**src/rtl/sq_trk_pkg.sv**
```systemverilog
package sq_trk_pkg;
  typedef enum logic [1:0] {
    DB_OK      = 2'd0,
    DB_RANGE   = 2'd1,
    DB_OVERRUN = 2'd2
  } db_verdict_e;
endpackage

```
**src/rtl/sq_mod_sub.sv**
```systemverilog
module sq_mod_sub #(
  parameter int PTR_W = 6,
  parameter int CNT_W = 7
) (
  input  logic [PTR_W-1:0] a_i,
  input  logic [PTR_W-1:0] b_i,
  input  logic [CNT_W-1:0] size_i,
  output logic [PTR_W-1:0] diff_o
);
  logic [CNT_W:0] res;
  always_comb begin
    if (a_i >= b_i) res = {{(CNT_W+1-PTR_W){1'b0}}, a_i} - {{(CNT_W+1-PTR_W){1'b0}}, b_i};
    else            res = {1'b0, size_i} + {{(CNT_W+1-PTR_W){1'b0}}, a_i}
                          - {{(CNT_W+1-PTR_W){1'b0}}, b_i};
  end
  assign diff_o = res[PTR_W-1:0];
endmodule

```
**src/rtl/sq_head_ctr.sv**
```systemverilog
module sq_head_ctr #(
  parameter int PTR_W = 6,
  parameter int CNT_W = 7
) (
  input  logic             clk_i,
  input  logic             rst_ni,
  input  logic [CNT_W-1:0] size_i,
  input  logic             adv_i,
  output logic [PTR_W-1:0] head_o
);
  logic [PTR_W-1:0] head_q, head_inc;
  logic             at_last;

  assign at_last  = ({{(CNT_W-PTR_W){1'b0}}, head_q} == size_i - CNT_W'(1));
  assign head_inc = at_last ? '0 : head_q + PTR_W'(1);

  always_ff @(posedge clk_i or negedge rst_ni) begin
    if (!rst_ni)    head_q <= '0;
    else if (adv_i) head_q <= head_inc;
  end

  assign head_o = head_q;
endmodule

```
**src/rtl/sq_db_check.sv**
```systemverilog
module sq_db_check
  import sq_trk_pkg::*;
#(
  parameter int PTR_W = 6,
  parameter int CNT_W = 7
) (
  input  logic [CNT_W-1:0] size_i,
  input  logic [PTR_W-1:0] val_i,
  input  logic [PTR_W-1:0] new_cnt_i,
  input  logic [CNT_W-1:0] occ_i,
  output db_verdict_e      verdict_o
);
  logic [CNT_W-1:0] free_slots;
  logic             range_bad, overrun;

  assign range_bad  = {{(CNT_W-PTR_W){1'b0}}, val_i} >= size_i;
  assign free_slots = size_i - CNT_W'(1) - occ_i;
  assign overrun    = {{(CNT_W-PTR_W){1'b0}}, new_cnt_i} > free_slots;

  always_comb begin
    if (range_bad)    verdict_o = DB_RANGE;
    else if (overrun) verdict_o = DB_OVERRUN;
    else              verdict_o = DB_OK;
  end
endmodule

```
**src/rtl/sq_doorbell_tracker.sv**
```systemverilog
module sq_doorbell_tracker
  import sq_trk_pkg::*;
#(
  parameter int MAX_DEPTH = 64,
  localparam int PTR_W = $clog2(MAX_DEPTH),
  localparam int CNT_W = $clog2(MAX_DEPTH + 1)
) (
  input  logic             clk_i,
  input  logic             rst_ni,
  input  logic [CNT_W-1:0] qsize_i,
  input  logic             db_wr_i,
  input  logic [PTR_W-1:0] db_val_i,
  output logic             db_ack_o,
  output logic [1:0]       db_err_o,
  output logic [PTR_W-1:0] db_cnt_o,
  output logic             fetch_req_o,
  output logic [PTR_W-1:0] fetch_slot_o,
  input  logic             fetch_done_i,
  output logic [PTR_W-1:0] head_o,
  output logic [PTR_W-1:0] tail_o,
  output logic [CNT_W-1:0] occupancy_o,
  output logic             empty_o,
  output logic             full_o
);
  localparam int N_SUB = 2;  // 0: occupancy, 1: doorbell delta

  logic [PTR_W-1:0] tail_q, head, cnt_q;
  logic             ack_q;
  db_verdict_e      err_q, verdict;
  logic [PTR_W-1:0] sub_a [N_SUB];
  logic [PTR_W-1:0] sub_b [N_SUB];
  logic [PTR_W-1:0] sub_d [N_SUB];
  logic [CNT_W-1:0] occ;
  logic [PTR_W-1:0] tail_inc;
  logic             empty, accept;

  assign sub_a[0] = tail_q;
  assign sub_b[0] = head;
  assign sub_a[1] = db_val_i;
  assign sub_b[1] = tail_q;

  for (genvar g = 0; g < N_SUB; g++) begin : g_sub
    sq_mod_sub #(.PTR_W(PTR_W), .CNT_W(CNT_W)) u_sub (
      .a_i   (sub_a[g]),
      .b_i   (sub_b[g]),
      .size_i(qsize_i),
      .diff_o(sub_d[g])
    );
  end

  assign occ   = {{(CNT_W-PTR_W){1'b0}}, sub_d[0]};
  assign empty = (head == tail_q);

  sq_db_check #(.PTR_W(PTR_W), .CNT_W(CNT_W)) u_chk_db (
    .size_i   (qsize_i),
    .val_i    (db_val_i),
    .new_cnt_i(sub_d[1]),
    .occ_i    (occ),
    .verdict_o(verdict)
  );

  assign accept = db_wr_i && (verdict == DB_OK);

  sq_head_ctr #(.PTR_W(PTR_W), .CNT_W(CNT_W)) u_head (
    .clk_i (clk_i),
    .rst_ni(rst_ni),
    .size_i(qsize_i),
    .adv_i (fetch_done_i && !empty),
    .head_o(head)
  );

  always_ff @(posedge clk_i or negedge rst_ni) begin
    if (!rst_ni) begin
      tail_q <= '0;
      cnt_q  <= '0;
      ack_q  <= 1'b0;
      err_q  <= DB_OK;
    end else begin
      ack_q <= accept;
      err_q <= db_wr_i ? verdict : DB_OK;
      if (accept) begin
        tail_q <= db_val_i;
        cnt_q  <= sub_d[1];
      end
    end
  end

  // full: one slot kept open so full and empty stay distinct
  assign tail_inc = ({{(CNT_W-PTR_W){1'b0}}, tail_q} == qsize_i - CNT_W'(1)) ? '0 : tail_q + PTR_W'(1);

  assign db_ack_o     = ack_q;
  assign db_err_o     = err_q;
  assign db_cnt_o     = cnt_q;
  assign fetch_req_o  = !empty;
  assign fetch_slot_o = head;
  assign head_o       = head;
  assign tail_o       = tail_q;
  assign occupancy_o  = occ;
  assign empty_o      = empty;
  assign full_o       = (tail_inc == head);
endmodule

```
**config.mk**
```make
export PLATFORM = sky130hd
export DESIGN_NAME = sq_doorbell_tracker
export DESIGN_NICKNAME = d
export VERILOG_FILES = /design/src/rtl/sq_trk_pkg.sv /design/src/rtl/sq_mod_sub.sv /design/src/rtl/sq_head_ctr.sv /design/src/rtl/sq_db_check.sv /design/src/rtl/sq_doorbell_tracker.sv
export SDC_FILE = /design/constraint.sdc
export NUM_CORES = 1
export LEC_CHECK = 0
export BUFFER_PORTS_ARGS = -buffer_cell sky130_fd_sc_hd__buf_4
export CAP_MARGIN = 20
export CORE_ASPECT_RATIO = 1.4
export CORE_MARGIN = 3
export CORE_UTILIZATION = 45
export CTS_CLUSTER_SIZE = 30
export DETAILED_ROUTE_END_ITERATION = 10
export GPL_ROUTABILITY_DRIVEN = 0
export GPL_TIMING_DRIVEN = 0
export PLACE_DENSITY = 0.66
export RECOVER_POWER = 100
export SLEW_MARGIN = 10
export SYNTH_ARGS = -nofsm -noshare
export SYNTH_HDL_FRONTEND = slang
export SYNTH_SLANG_ARGS = --single-unit
```
**constraint.sdc**
```tcl
create_clock -name clk_i -period 6.1 [get_ports clk_i]
set_input_delay 0 -clock clk_i [delete_from_list [all_inputs] [get_ports clk_i]]
set_output_delay 0 -clock clk_i [all_outputs]
set_load 0.01 [all_outputs]
```
Word-level counts from Yosys, hierarchy flattened
Index checks and enable logic that the tools add are counted.
{"block": "op_classes", "add_sub_neg": 10, "order_cmp": 4, "n_eq_ne": 4, "muxes": 7, "reduce_logical": 4}
{"op": "6-bit 2-to-1 mux", "n": 4}
{"op": "6-bit subtractor", "n": 4}
{"op": "6-bit by 7-bit equality test with 1-bit output", "n": 2}
{"op": "6-bit by 1-bit adder with 6-bit output (second input constant)", "n": 2}
{"op": "6-bit adder", "n": 2}
{"op": "6-bit equality test", "n": 2}
{"op": "6-bit >= comparator", "n": 2}
{"op": "6-bit by 7-bit >= comparator with 1-bit output", "n": 1}
{"op": "6-bit by 7-bit > comparator with 1-bit output", "n": 1}
{"op": "7-bit by 1-bit subtractor with 7-bit output (second input constant)", "n": 1}
{"op": "7-bit by 6-bit subtractor with 7-bit output", "n": 1}
{"op": "2-bit 2-to-1 mux", "n": 3}
{"op": "1-bit logical AND", "n": 2}
{"op": "2-bit zero test", "n": 1}
{"op": "1-bit zero test", "n": 1}
{"block": "word_totals", "register_bits": 21, "inputBits": 17, "output_inout_bits": 37, "word_cells": 34}

Logic depth before layout (Yosys ltp)
Gate-level depths: netlist of run 1.
{"block": "logic_depth", "word_depth": 9, "ltp_mapped": 26, "depth_no_buf": 24}

Modules after synthesis
Synthesis of run 1 repeated with hierarchy kept, for this count alone.
{"block": "unflattened", "hier_cells": 428, "area_unflattened_um2": 3633.5}
{"mod": "sq_doorbell_tracker", "instances": 1, "cells_each": 110, "area_per_inst_um2": 1109.8, "seq_area_each_um2": 375.4}
{"mod": "sq_mod_sub at g_sub[0].u_sub", "instances": 1, "cells_each": 91, "area_per_inst_um2": 732.0, "seq_area_each_um2": 0.0}
{"mod": "sq_mod_sub at g_sub[1].u_sub", "instances": 1, "cells_each": 94, "area_per_inst_um2": 703.2, "seq_area_each_um2": 0.0}
{"mod": "sq_db_check", "instances": 1, "cells_each": 75, "area_per_inst_um2": 586.8, "seq_area_each_um2": 0.0}
{"mod": "sq_head_ctr", "instances": 1, "cells_each": 58, "area_per_inst_um2": 501.7, "seq_area_each_um2": 150.1}

Worst setup path before layout of run 1
OpenSTA, ideal clock, no wires.
{"block": "synth_path", "kind": "reg-to-reg", "from": "reg tail_q[0], in the netlist tail_o[0]", "to": "reg cnt_q[2], in the netlist db_cnt_o[2]", "setup_time_ps": 125, "arrival_ps": 4703, "t_required_ps": 5975, "setup_slack_ps": 1272, "path_stages_with_launch": 27, "n_path_buf": 2, "period_less_slack_ps": 4828, "path_cell_list": "dfrtp_1 > inv_1 > ha_1 > fa_1 > nor2b_1 > o21ai_0 > a21boi_0 > o21ai_0 > nand3b_1 > clkbuf_1 > nor2_1 > a21oi_1 > ha_1 > nor2b_1 > o21ai_0 > nand2b_1 > a21o_1 > a21oi_1 > xor2_1 > ha_1 > nand3_1 > o21bai_1 > a21oi_1 > nand3b_4 > nand3_4 > buf_6 > mux2_4"}
{"block": "synth_between", "elab_chain_cells": 9, "word_cells_on_any_way": 15, "cone_classes": "6 x add/sub; 3 x order compare; 4 x mux; 2 x reduce/logical"}
{"item": "from (decl)", "line": "sq_doorbell_tracker.sv:27", "source": "logic [PTR_W-1:0] tail_q, head, cnt_q;"}
{"item": "from (signal assigned)", "line": "sq_doorbell_tracker.sv:82", "source": "tail_q <= db_val_i;"}
{"item": "6-bit adder", "line": "sq_mod_sub.sv:13", "source": "else res = {1'b0, size_i} + {{(CNT_W+1-PTR_W){1'b0}}, a_i}"}
{"item": "6-bit subtractor", "line": "sq_mod_sub.sv:14", "source": "- {{(CNT_W+1-PTR_W){1'b0}}, b_i};"}
{"item": "6-bit 2-to-1 mux *", "line": "sq_mod_sub.sv:12", "source": "if (a_i >= b_i) res = {{(CNT_W+1-PTR_W){1'b0}}, a_i} - {{(CNT_W+1-PTR_W){1'b0}}, b_i};"}
{"item": "via occupancy_o[0]", "line": "sq_doorbell_tracker.sv:21", "source": "output logic [CNT_W-1:0] occupancy_o,"}
{"item": "7-bit by 6-bit subtractor with 7-bit output *", "line": "sq_db_check.sv:17", "source": "assign free_slots = size_i - CNT_W'(1) - occ_i;"}
{"item": "6-bit by 7-bit > comparator with 1-bit output *", "line": "sq_db_check.sv:18", "source": "assign overrun = {{(CNT_W-PTR_W){1'b0}}, new_cnt_i} > free_slots;"}
{"item": "2-bit 2-to-1 mux *", "line": "sq_db_check.sv:22", "source": "else if (overrun) verdict_o = DB_OVERRUN;"}
{"item": "2-bit 2-to-1 mux *", "line": "sq_db_check.sv:21", "source": "if (range_bad) verdict_o = DB_RANGE;"}
{"item": "2-bit zero test *", "line": "sq_doorbell_tracker.sv:62", "source": "assign accept = db_wr_i && (verdict == DB_OK);"}
{"item": "1-bit logical AND *", "line": "sq_doorbell_tracker.sv:62"}
{"item": "to (signal assigned)", "line": "sq_doorbell_tracker.sv:83", "source": "cnt_q <= sub_d[1];"}
{"item": "to (decl)", "line": "sq_doorbell_tracker.sv:27"}
Mark *: on every way through the listed nets, which the timed path passes. The rest lies on a longest branch.
A chain may end at the register's enable or synchronous reset.

Worst setup path in the final report of run 1
{"block": "layout_path", "from": "reg u_head.head_q[2], in the netlist u_head.head_o[2]", "to": "reg cnt_q[4], in the netlist db_cnt_o[4]"}
{"block": "layout_between", "elab_chain_cells": 8, "word_cells_on_any_way": 10, "cone_classes": "3 x add/sub; 2 x order compare; 3 x mux; 2 x reduce/logical"}
{"item": "from (decl)", "line": "sq_head_ctr.sv:11", "source": "logic [PTR_W-1:0] head_q, head_inc;"}
{"item": "from (signal assigned)", "line": "sq_head_ctr.sv:19", "source": "else if (adv_i) head_q <= head_inc;"}
{"item": "6-bit subtractor (tied with other cells)", "line": "sq_mod_sub.sv:14"}
{"item": "6-bit 2-to-1 mux *", "line": "sq_mod_sub.sv:12"}
{"item": "7-bit by 6-bit subtractor with 7-bit output *", "line": "sq_db_check.sv:17"}
{"item": "6-bit by 7-bit > comparator with 1-bit output *", "line": "sq_db_check.sv:18"}
{"item": "2-bit 2-to-1 mux *", "line": "sq_db_check.sv:22"}
{"item": "2-bit 2-to-1 mux *", "line": "sq_db_check.sv:21"}
{"item": "2-bit zero test *", "line": "sq_doorbell_tracker.sv:62"}
{"item": "1-bit logical AND *", "line": "sq_doorbell_tracker.sv:62"}
Every way passes the cells marked *; elsewhere a longest branch is shown, timed or not.

==> flow_metrics.py, run 1 <==
metrics = {
    "status": {
        "status": "finished clean",
    },
    "timing": {
        "tns_ps": 0,
        "fin_crit_sh_pct": 90.0,
        "slew_viol_final": 0,
        "rsz0062_at_grt": "no",
        "layout_setup_ws_ps": 611,
        "final_hold_viol_count": 0,
        "slew_headroom_pct": 13.0,
        "min_period_ps": 5490,
        "tightest_slew_ps": 1300,
        "timing.hold.ws_ps": 16.4,
        "max_freq_mhz": 182,
        "clock_skew_ps": 2.71,
        "setup_violations": 0,
    },
    "synth": {
        "synth_cells": 358,
        "ys_top_cells_by_count": "inv_1 (55), ha_1 (43), xnor2_1 (33)",
        "syn_area_per_cell_sq_um": 8.75,
        "ys_seq_area_share_pct": 16.8,
        "synth_enable_flop_cells": 0,
        "ys_ff_latch": 21,
        "synth_compound_gate_area_share_pct": 14.6,
        "synthSimpleGateAreaFrac_pct": 13.2,
        "synth_most_common_cell": "inv_1",
        "synthTopCellsByArea": "ha_1 (17%), dfrtp_1 (17%), xnor2_1 (9.2%), fa_1 (8.3%), inv_1 (6.6%)",
        "synthAdderAreaFrac_pct": 25.5,
        "syn_area_sq_um": 3130,
        "synth_cell_types": 51,
        "muxShareOfSynthArea_pct": 6.79,
        "synth-main-ff-cell": "dfrtp_1",
        "synth_top_family_by_area": "adder cells",
        "synth.largest_area_cell": "ha_1",
        "yosys_warnings": 0,
        "synth_xor_area_share_pct": 13.3,
        "yosysTopAreaCellShare_pct": 17.2,
        "synthArstFlopShare_pct": 100,
        "synth_nets": 431,
    },
    "clocking": {
        "post_cts_resized": 0,
        "cts_sinks": 21,
        "cts_tree": "done",
        "insertion_delay_ps": 270,
        "cts_buffer_depth": 2,
        "clock-root-buffer": "clkbuf_8",
        "cts_max_level": 1,
        "cts.reportedPaths.clkPinSlew_ps": 90,
        "cts_buffers": 3,
    },
    "final_layout": {
        "multi_input_area_sq_um": 2280,
        "final-seq-area_sq_um": 526,
        "layout-drive-gt1-share_pct": 12.0,
        "area_growth_pct": 13.8,
        "diodes": 0,
        "fill_cells": 710,
        "nets": 489,
    },
    "placed_design": {
        "place_hpwl_microns": 6730,
        "pre_cts_slack_ps": 453,
        "io_buffers": 52,
    },
    "drt": {
        "vias": 2677,
        "drcViolationCount": 0,
        "ant_nets": 0,
        "routed_wl_microns": 8040,
        "wl_per_cell_microns": 15.9,
        "viasPerCell": 5.28,
        "drt_iter0_drc": 75,
        "dr.pass1.iters": 4,
    },
    "critical_path": {
        "reg2reg_slack_ps": 610,
        "worstSetupPathType": "reg2reg",
        "crit_path_start": "u_head.head_o[2]",
        "cp-endpoint": "db_cnt_o[4]",
        "crit_arrival_ps": 5650,
        "required_ps": 6260,
        "r2r-end": "db_cnt_o[4]",
        "startpoint_type": "flip-flop",
        "worstRegToRegCells": 25,
        "r2r_start": "u_head.head_o[2]",
        "end_kind": "flip-flop",
        "critical_path.max_fanout": 10,
    },
    "die": {
        "chipHeight_microns": 105,
        "die_area_sq_um": 8010,
        "fp-row-count": 35,
        "die_w_microns": 76.5,
        "initial_core_util_pct": 47.0,
        "core-area_sq_um": 6660,
        "boundaryPins": 54,
    },
    "flow_run": {
        "cap_violations": 0,
    },
    "grt": {
        "grt_max_degree": 22,
        "grt_pass1_vias": 2654,
        "grt_overflow_total": 0,
        "grt.total_usage_pct": 20.2,
        "antenna_found_initial": 0,
        "grt_pass1_wl_microns": 12800,
    },
    "worst_hold_path": {
        "min_path_type": "in2reg",
    },
}
-- state kept, by name (all words and copies together) (netlist names) --
signal         cells
u_head.head_o      6
tail_o             6
db_err_o           2
db_cnt_o           6
db_ack_o           1
-- stage by stage --
step | cells | area [sq um] | util [%]
after floorplan | 358 | 3130 | -
final | 507 | 3560 | 53.6
after CTS | 508 | 3700 | 55.6
after global routing | 507 | 3560 | 53.6
after detailed placement | 502 | 3640 | 54.6
after global placement | 502 | 3640 | 54.6
-- worst min path at each step --
stage                           start          end  depth (start not counted)
final                     db_val_i[5]    tail_o[5]                          2
after global routing      db_val_i[5]    tail_o[5]                          2
after CTS                 db_val_i[5]    tail_o[5]                          2
after detailed placement       rst_ni  db_cnt_o[0]                          1
after global placement         rst_ni  db_cnt_o[0]                          1
after floorplan                rst_ni     db_ack_o                          0
-- layout by cell type, fill, tap and decap left out, types with 12 or more instances in the layout --
master	n
a21oi_1	21
buf_4	22
clkbuf_1	34
dfrtp_1	21
fa_1	13
ha_1	43
inv_1	55
nand2_1	15
nor2_1	17
o21ai_0	21
xnor2_1	33
xor2_1	12
-- metal layers --
layer	up-vias	wire length, microns	part of all wire [%]	global-route usage (%)
met5	-	0	0	0
met4	0	244	3.0	7.12
met3	19	227	2.8	1.72
met2	61	4320	54	39.4
met1	1278	3250	40	22.4
li1	1319	-	-	-
-- cell type report --
type / count / area share [%]
buffer: 14 / 2.60
clock buffer: 3 / 1.16
clock inverter: 1 / 0.140
inverter: 55 / 5.79
multi-input combinational: 267 / 64.1
sequential: 21 / 14.7
tap: 92 / 3.23
timing repair buffer: 54 / 8.25
-- repair_timing --
action                                  CTS  global route
hold endpoints to repair                 23             0
endpoints found under the setup margin    0             3
buffers inserted                          0             0
hold buffers                              2             0
-- critical path, cell delays in order (launching register included) --
cell	delay, ps
dfrtp_1	410
buf_2	230
inv_1	80
ha_1	340
nor2b_1	140
o21ai_0	280
a21boi_0	190
o21ai_0	180
nand3b_1	390
nand2_1	220
o21ai_0	110
ha_1	310
nor2b_1	130
o21ai_0	170
nand2b_1	110
a21o_1	190
a21oi_1	170
xor2_1	90
ha_1	300
nand3_1	90
o21bai_1	160
a21oi_1	300
nand3b_4	120
nand3_4	120
buf_6	180
mux2_1	330
-- logic make-up after synthesis --
logic type / count (synthesis)
adder cells (fa/ha/maj): 56
multiplexers: 19
XOR/XNOR: 46
AND/OR/NAND/NOR: 71
flip-flops: 21
AO/OA/AOI/OAI: 74
other: 1
buffers and inverters: 70
Power of run 1 is not shown: default switching activity piles up to over one toggle a cycle in this logic, so the estimate is an artifact.
==> run 2, diff against run 1 <==
--- a/config.mk
+++ b/config.mk
@@ -5,6 +5,7 @@
 export SDC_FILE = /design/constraint.sdc
 export NUM_CORES = 1
 export LEC_CHECK = 0
+export ABC_AREA = 1
 export BUFFER_PORTS_ARGS = -buffer_cell sky130_fd_sc_hd__buf_4
 export CAP_MARGIN = 20
 export CORE_ASPECT_RATIO = 1.4
@@ -20,3 +21,4 @@
 export SYNTH_ARGS = -nofsm -noshare
 export SYNTH_HDL_FRONTEND = slang
 export SYNTH_SLANG_ARGS = --single-unit
+export TNS_END_PERCENT = 30
==> run 2 against run 1 <==
- final area up 1.7%
- die area up 0.89%
- highest routed layer unchanged
- critical path depth down 4
- clock skew about the same
- critical path type unchanged
- largest cell class unchanged
==> flow_metrics.py, run 2 <==
metrics = {
    "clocking": {
        "cts_buffers": 3,
        "cts_max_level": 1,
        "cts.reportedPaths.clkPinSlew_ps": 90,
        "insertion_delay_ps": 270,
        "post_cts_resized": 0,
        "cts_tree": "done",
        "clock-root-buffer": "clkbuf_8",
        "cts_buffer_depth": 2,
        "cts_sinks": 21,
    },
    "final_layout": {
        "mostFrequentLayoutCells": "nand2_1 (106), inv_1 (84), ha_1 (43)",
        "layout-drive-gt1-share_pct": 10.5,
        "final-seq-area_sq_um": 526,
        "multi_input_area_sq_um": 2240,
        "nets": 577,
        "diodes": 0,
        "final_common_cell": "nand2_1",
        "area_growth_pct": 14.6,
        "fill_cells": 719,
    },
    "die": {
        "boundaryPins": 54,
        "initial_core_util_pct": 47.2,
        "core-area_sq_um": 6700,
        "chipHeight_microns": 105,
        "die_w_microns": 76.8,
        "fp-row-count": 35,
        "die_area_sq_um": 8080,
    },
    "synth": {
        "ys_seq_area_share_pct": 16.6,
        "synth_enable_flop_cells": 0,
        "synth_cells": 444,
        "synth-main-ff-cell": "dfrtp_1",
        "ys_ff_latch": 21,
        "syn_area_per_cell_sq_um": 7.12,
        "synth_compound_gate_area_share_pct": 9.30,
        "synth_cell_types": 37,
        "synthTopCellsByArea": "ha_1 (17%), dfrtp_1 (17%), nand2_1 (13%), inv_1 (10%), fa_1 (8.2%)",
        "muxShareOfSynthArea_pct": 0.989,
        "synthAdderAreaFrac_pct": 25.2,
        "ys_top_cells_by_count": "nand2_1 (106), inv_1 (84), ha_1 (43)",
        "synth_xor_area_share_pct": 9.10,
        "syn_area_sq_um": 3160,
        "yosys_warnings": 0,
        "synthSimpleGateAreaFrac_pct": 26.4,
        "synth_most_common_cell": "nand2_1",
        "synthArstFlopShare_pct": 100,
        "synth.largest_area_cell": "ha_1",
        "synth_top_family_by_area": "simple AND/OR/NAND/NOR gates",
        "yosysTopAreaCellShare_pct": 17.0,
        "synth_nets": 517,
    },
    "timing": {
        "slew_headroom_pct": 14.1,
        "rsz0062_at_grt": "no",
        "tns_ps": 0,
        "tightest_slew_ps": 1290,
        "fin_crit_sh_pct": 85.7,
        "clock_skew_ps": 2.36,
        "max_freq_mhz": 191,
        "setup_violations": 0,
        "final_hold_viol_count": 0,
        "slew_viol_final": 0,
        "min_period_ps": 5230,
    },
    "drt": {
        "highest_layer": "met4",
        "ant_nets": 0,
        "drcViolationCount": 0,
        "met3_wirelength_microns": 245,
        "vias": 2979,
        "wl_met2_microns": 4390,
        "wl_per_cell_microns": 14.0,
        "drt_iter0_drc": 136,
        "viasPerCell": 5.01,
        "routed_wl_microns": 8360,
        "wl_met1_microns": 3410,
        "dr.pass1.iters": 4,
    },
    "status": {
        "status": "finished clean",
    },
    "critical_path": {
        "startpoint_type": "flip-flop",
        "crit_arrival_ps": 5370,
        "worstSetupPathType": "reg2reg",
        "critical_path.max_fanout": 10,
        "required_ps": 6250,
        "end_kind": "flip-flop",
        "r2r_start": "tail_o[1]",
        "crit_path_start": "tail_o[1]",
    },
    "grt": {
        "grt_overflow_total": 0,
        "grt.total_usage_pct": 21.9,
        "grt_pass1_wl_microns": 14200,
        "antenna_found_initial": 0,
        "grt_max_degree": 22,
        "grt_pass1_vias": 2974,
    },
    "worst_hold_path": {
        "holdCritStartpoint": "db_val_i[2]",
        "min_path_type": "in2reg",
    },
    "flow_run": {
        "cap_violations": 0,
    },
    "placed_design": {
        "place_hpwl_microns": 7030,
        "io_buffers": 52,
    },
}
==> run 2: per-layer routing <==
metal	track usage, %	vias up
li1	-	1528
met1	25.8	1368
met2	40.0	64
met3	1.90	19
met4	8.94	0
met5	0	-
==> run 2: kinds of logic (layout without fill, tap and decap cells) <==
family	after synthesis	count (layout)
fa+ha+maj	56	56
other cells	1	1
compound gates	53	53
flops	21	21
mux	3	3
buf+inv	94	153
simple gates	184	184
xor+xnor	32	32
==> run 2: what timing repair did <==
action / 4_1_cts / 5_1_grt
endpoints found under the hold margin: 24 / 0
hold buffers: 3 / 0
buffers inserted: 0 / 0
==> run 2: per-stage QoR <==
step	instances	hold WS (ps)	instance area, sq um	util [%]	setup slack [ps]
detailed placement	588	-79.2	3670	54.7	1220
floorplan	444	-296	3160	-	1930
global route	595	57.3	3620	54.1	448
CTS	595	25.6	3740	55.9	1180
global placement	588	-87.0	3670	54.7	1280
finish	595	38.4	3620	54.1	874
==> run 2: area by class of cell <==
| class | count | area share [%] |
|---|---|---|
| multi-input combinational | 329 | 61.9 |
| clock inverter | 1 | 0.138 |
| inverter | 85 | 8.80 |
| buffer | 9 | 1.86 |
| tap | 92 | 3.18 |
| sequential | 21 | 14.5 |
| clock buffer | 3 | 1.14 |
| timing repair buffer | 55 | 8.49 |
==> run 2: final timing paths <==
| kind | end | slack (ps) | cells past startpoint |
|---|---|---|---|
| setup / recovery | db_cnt_o[0] | 870 | 21 |
| hold / removal | tail_o[2] | 40 | 3 |
| setup reg to reg | db_cnt_o[0] | 870 | 21 |
| hold reg to reg | db_cnt_o[5] | 500 | 2 |
| max in group asynchronous | tail_o[3] | 4820 | 2 |
| min in group asynchronous | u_head.head_o[1] | 530 | 2 |
==> run 2: critical path, stage by stage (launching register included) <==
cell     delay (ps)
dfrtp_1         600
inv_1           260
fa_1            470
o21ai_0         210
inv_1            90
o21ai_0         720
o21ai_0         280
ha_1            410
a21oi_1         140
o21ai_0         140
a21o_1          190
a21oi_1         180
xor2_1          110
ha_1            320
nand3_1         100
nor3b_1         210
a31oi_1          70
nand2_1         150
nand3_2         110
buf_4           190
nand2_1          60
o21ai_0          70
Power of run 2 is left out for the same reason.
==> run 3, diff against run 2 <==
--- a/config.mk
+++ b/config.mk
@@ -7,7 +7,7 @@
 export LEC_CHECK = 0
 export ABC_AREA = 1
 export BUFFER_PORTS_ARGS = -buffer_cell sky130_fd_sc_hd__buf_4
-export CAP_MARGIN = 20
+export CAP_MARGIN = 0
 export CORE_ASPECT_RATIO = 1.4
 export CORE_MARGIN = 3
 export CORE_UTILIZATION = 45
@@ -17,6 +17,7 @@
 export GPL_TIMING_DRIVEN = 0
 export PLACE_DENSITY = 0.66
 export RECOVER_POWER = 100
+export REMOVE_ABC_BUFFERS = 1
 export SLEW_MARGIN = 10
 export SYNTH_ARGS = -nofsm -noshare
 export SYNTH_HDL_FRONTEND = slang
==> run 3 against run 2 <==
- the flow now finishes with violations (negative hold slack)
- critical path depth unchanged
- clock skew is 4.9 ps higher
- setup slack better by 120 ps
- global-route usage decreased by 1.1 points
- sequential share of layout area increased by 0.38 points
- flip-flop and latch count did not move
- wire length decreased by 2.8%
- first-iteration DRC count fell by 26%
- critical path type unchanged
- largest cell class unchanged
- highest routed layer unchanged
==> flow_metrics.py, run 3 (synthesis gave the netlist of run 2 again) <==
metrics = {
    "timing": {
        "fin_crit_sh_pct": 83.8,
        "timing.hold.ws_ps": -2.18,
        "tns_ps": 0,
        "tightest_slew_ps": 1330,
        "layout_setup_ws_ps": 991,
        "min_period_ps": 5110,
        "max_freq_mhz": 196,
        "clock_skew_ps": 7.24,
        "slew_headroom_pct": 11.3,
        "rsz0062_at_grt": "no",
        "setup_violations": 0,
        "final_hold_viol_count": 1,
        "slew_viol_final": 0,
    },
    "drt": {
        "routed_wl_microns": 8120,
        "vias": 2937,
        "dr.pass1.iters": 5,
        "drt_iter0_drc": 100,
        "wl_per_cell_microns": 13.9,
        "drcViolationCount": 0,
        "ant_nets": 0,
        "viasPerCell": 5.02,
    },
    "worst_hold_path": {
        "min_path_type": "in2reg",
        "holdCritStartpoint": "db_val_i[5]",
    },
    "clocking": {
        "cts_tree": "done",
        "insertion_delay_ps": 270,
        "cts_sinks": 21,
        "cts_buffers": 3,
        "cts.reportedPaths.clkPinSlew_ps": 90,
        "cts_buffer_depth": 2,
        "cts_max_level": 1,
        "clock-root-buffer": "clkbuf_8",
    },
    "final_layout": {
        "final_common_cell": "nand2_1",
        "area_growth_pct": 11.7,
        "diodes": 0,
        "finish.utilization_pct": 52.7,
        "mostFrequentLayoutCells": "nand2_1 (106), inv_1 (85), ha_1 (43)",
        "nets": 567,
        "layout-drive-gt1-share_pct": 7.91,
    },
    "die": {
        "initial_core_util_pct": 47.2,
        "core-area_sq_um": 6700,
        "fp-row-count": 35,
        "boundaryPins": 54,
        "die_area_sq_um": 8080,
        "chipHeight_microns": 105,
        "die_w_microns": 76.8,
    },
    "critical_path": {
        "path_delay_family": "adder cells",
        "worstPathCellList": "inv_1, fa_1, inv_1, fa_1, xor2_1, o21ai_0, ha_1, a21oi_1, o21ai_0, a21o_1, a21oi_1, xor2_1, ha_1, nand3_1, o21bai_1, a31oi_1, nand2_1, nand3_2, inv_1, nand2_1, nand2_1",
        "crit_arrival_ps": 5320,
        "required_ps": 6310,
        "startpoint_type": "flip-flop",
        "critical_path.max_fanout": 22,
        "slowest_stage": "dfrtp_1",
        "end_kind": "flip-flop",
        "worstSetupPathType": "reg2reg",
        "crit_path_start": "tail_o[1]",
        "cp.buffers_inverters": 3,
        "r2r_start": "tail_o[1]",
        "critPathMaxStageDelay_ps": 580,
    },
    "placed_design": {
        "io_buffers": 52,
        "pre_cts_slack_ps": 915,
        "place_hpwl_microns": 6850,
    },
    "grt": {
        "grt_pass1_wl_microns": 13500,
        "grt.total_usage_pct": 20.8,
        "grt_max_degree": 23,
        "antenna_found_initial": 0,
        "grt_pass1_vias": 2854,
        "grt_overflow_total": 0,
    },
    "status": {
        "status": "finished with violations",
        "violations": "negative hold slack",
    },
    "flow_run": {
        "cap_violations": 0,
    },
}
[run 3: changes by cell type in the layout (fill, tap and decap cells not counted)]
| cell | change |
|---|---|
| inv_2 | -1 |
| o21ai_1 | -3 |
| o21ai_2 | +1 |
| inv_1 | +1 |
| clkbuf_4 | -6 |
| clkbuf_1 | +5 |
| o21ai_0 | +2 |
| buf_4 | -8 |
| dlygate4sd3_1 | -1 |
[run 3: layout make-up]
class	instances	area, sq um
multi-input cells	329	2250
repair buffers	54	279
inverters	85	319
flip-flops and latches	21	526
clock buffers	3	41.3
fillers	730	3170
clock inverters	1	5.00
well taps	92	115
[run 3: tightest hold or removal path, stage by stage]
cell and delay, ps:
buf_4 110, nand2_1 70, nand2_1 60
[run 3: routing by layer]
layer / track usage [%] / up-vias / routed length [microns]
met3: 1.90 / 13 / 327
met2: 39.2 / 68 / 4250
met5: 0 / - / 0
li1: - / 1510 / -
met4: 6.35 / 0 / 236
met1: 24.4 / 1346 / 3310
[run 3: through the flow]
stage / cells / instance area [sq um] / hold slack [ps]
floorplan: 435 / 3090 / -296
global placement: 579 / 3600 / -81.9
detailed placement: 579 / 3600 / -78.6
CTS: 585 / 3670 / 6.39
global route: 585 / 3530 / 5.87
finish: 585 / 3530 / -2.18
[run 3: worst paths after layout]
| check | end | slack [ps] | cells past startpoint |
|---|---|---|---|
| max | tail_o[5] | 990 | 21 |
| min | tail_o[5] | -2 | 3 |
| max reg2reg | tail_o[5] | 990 | 21 |
| min reg2reg | db_cnt_o[4] | 490 | 2 |
| max in group asynchronous | db_cnt_o[0] | 4750 | 2 |
| min in group asynchronous | u_head.head_o[2] | 560 | 2 |
[run 3: timing repair]
item | CTS | global route
buffers inserted | 0 | 0
setup endpoints to repair | 0 | 0
gates resized for setup | 0 | 0
hold endpoints to repair | 23 | 0
hold buffers | 2 | 0
Power of run 3 is left out for the same reason.
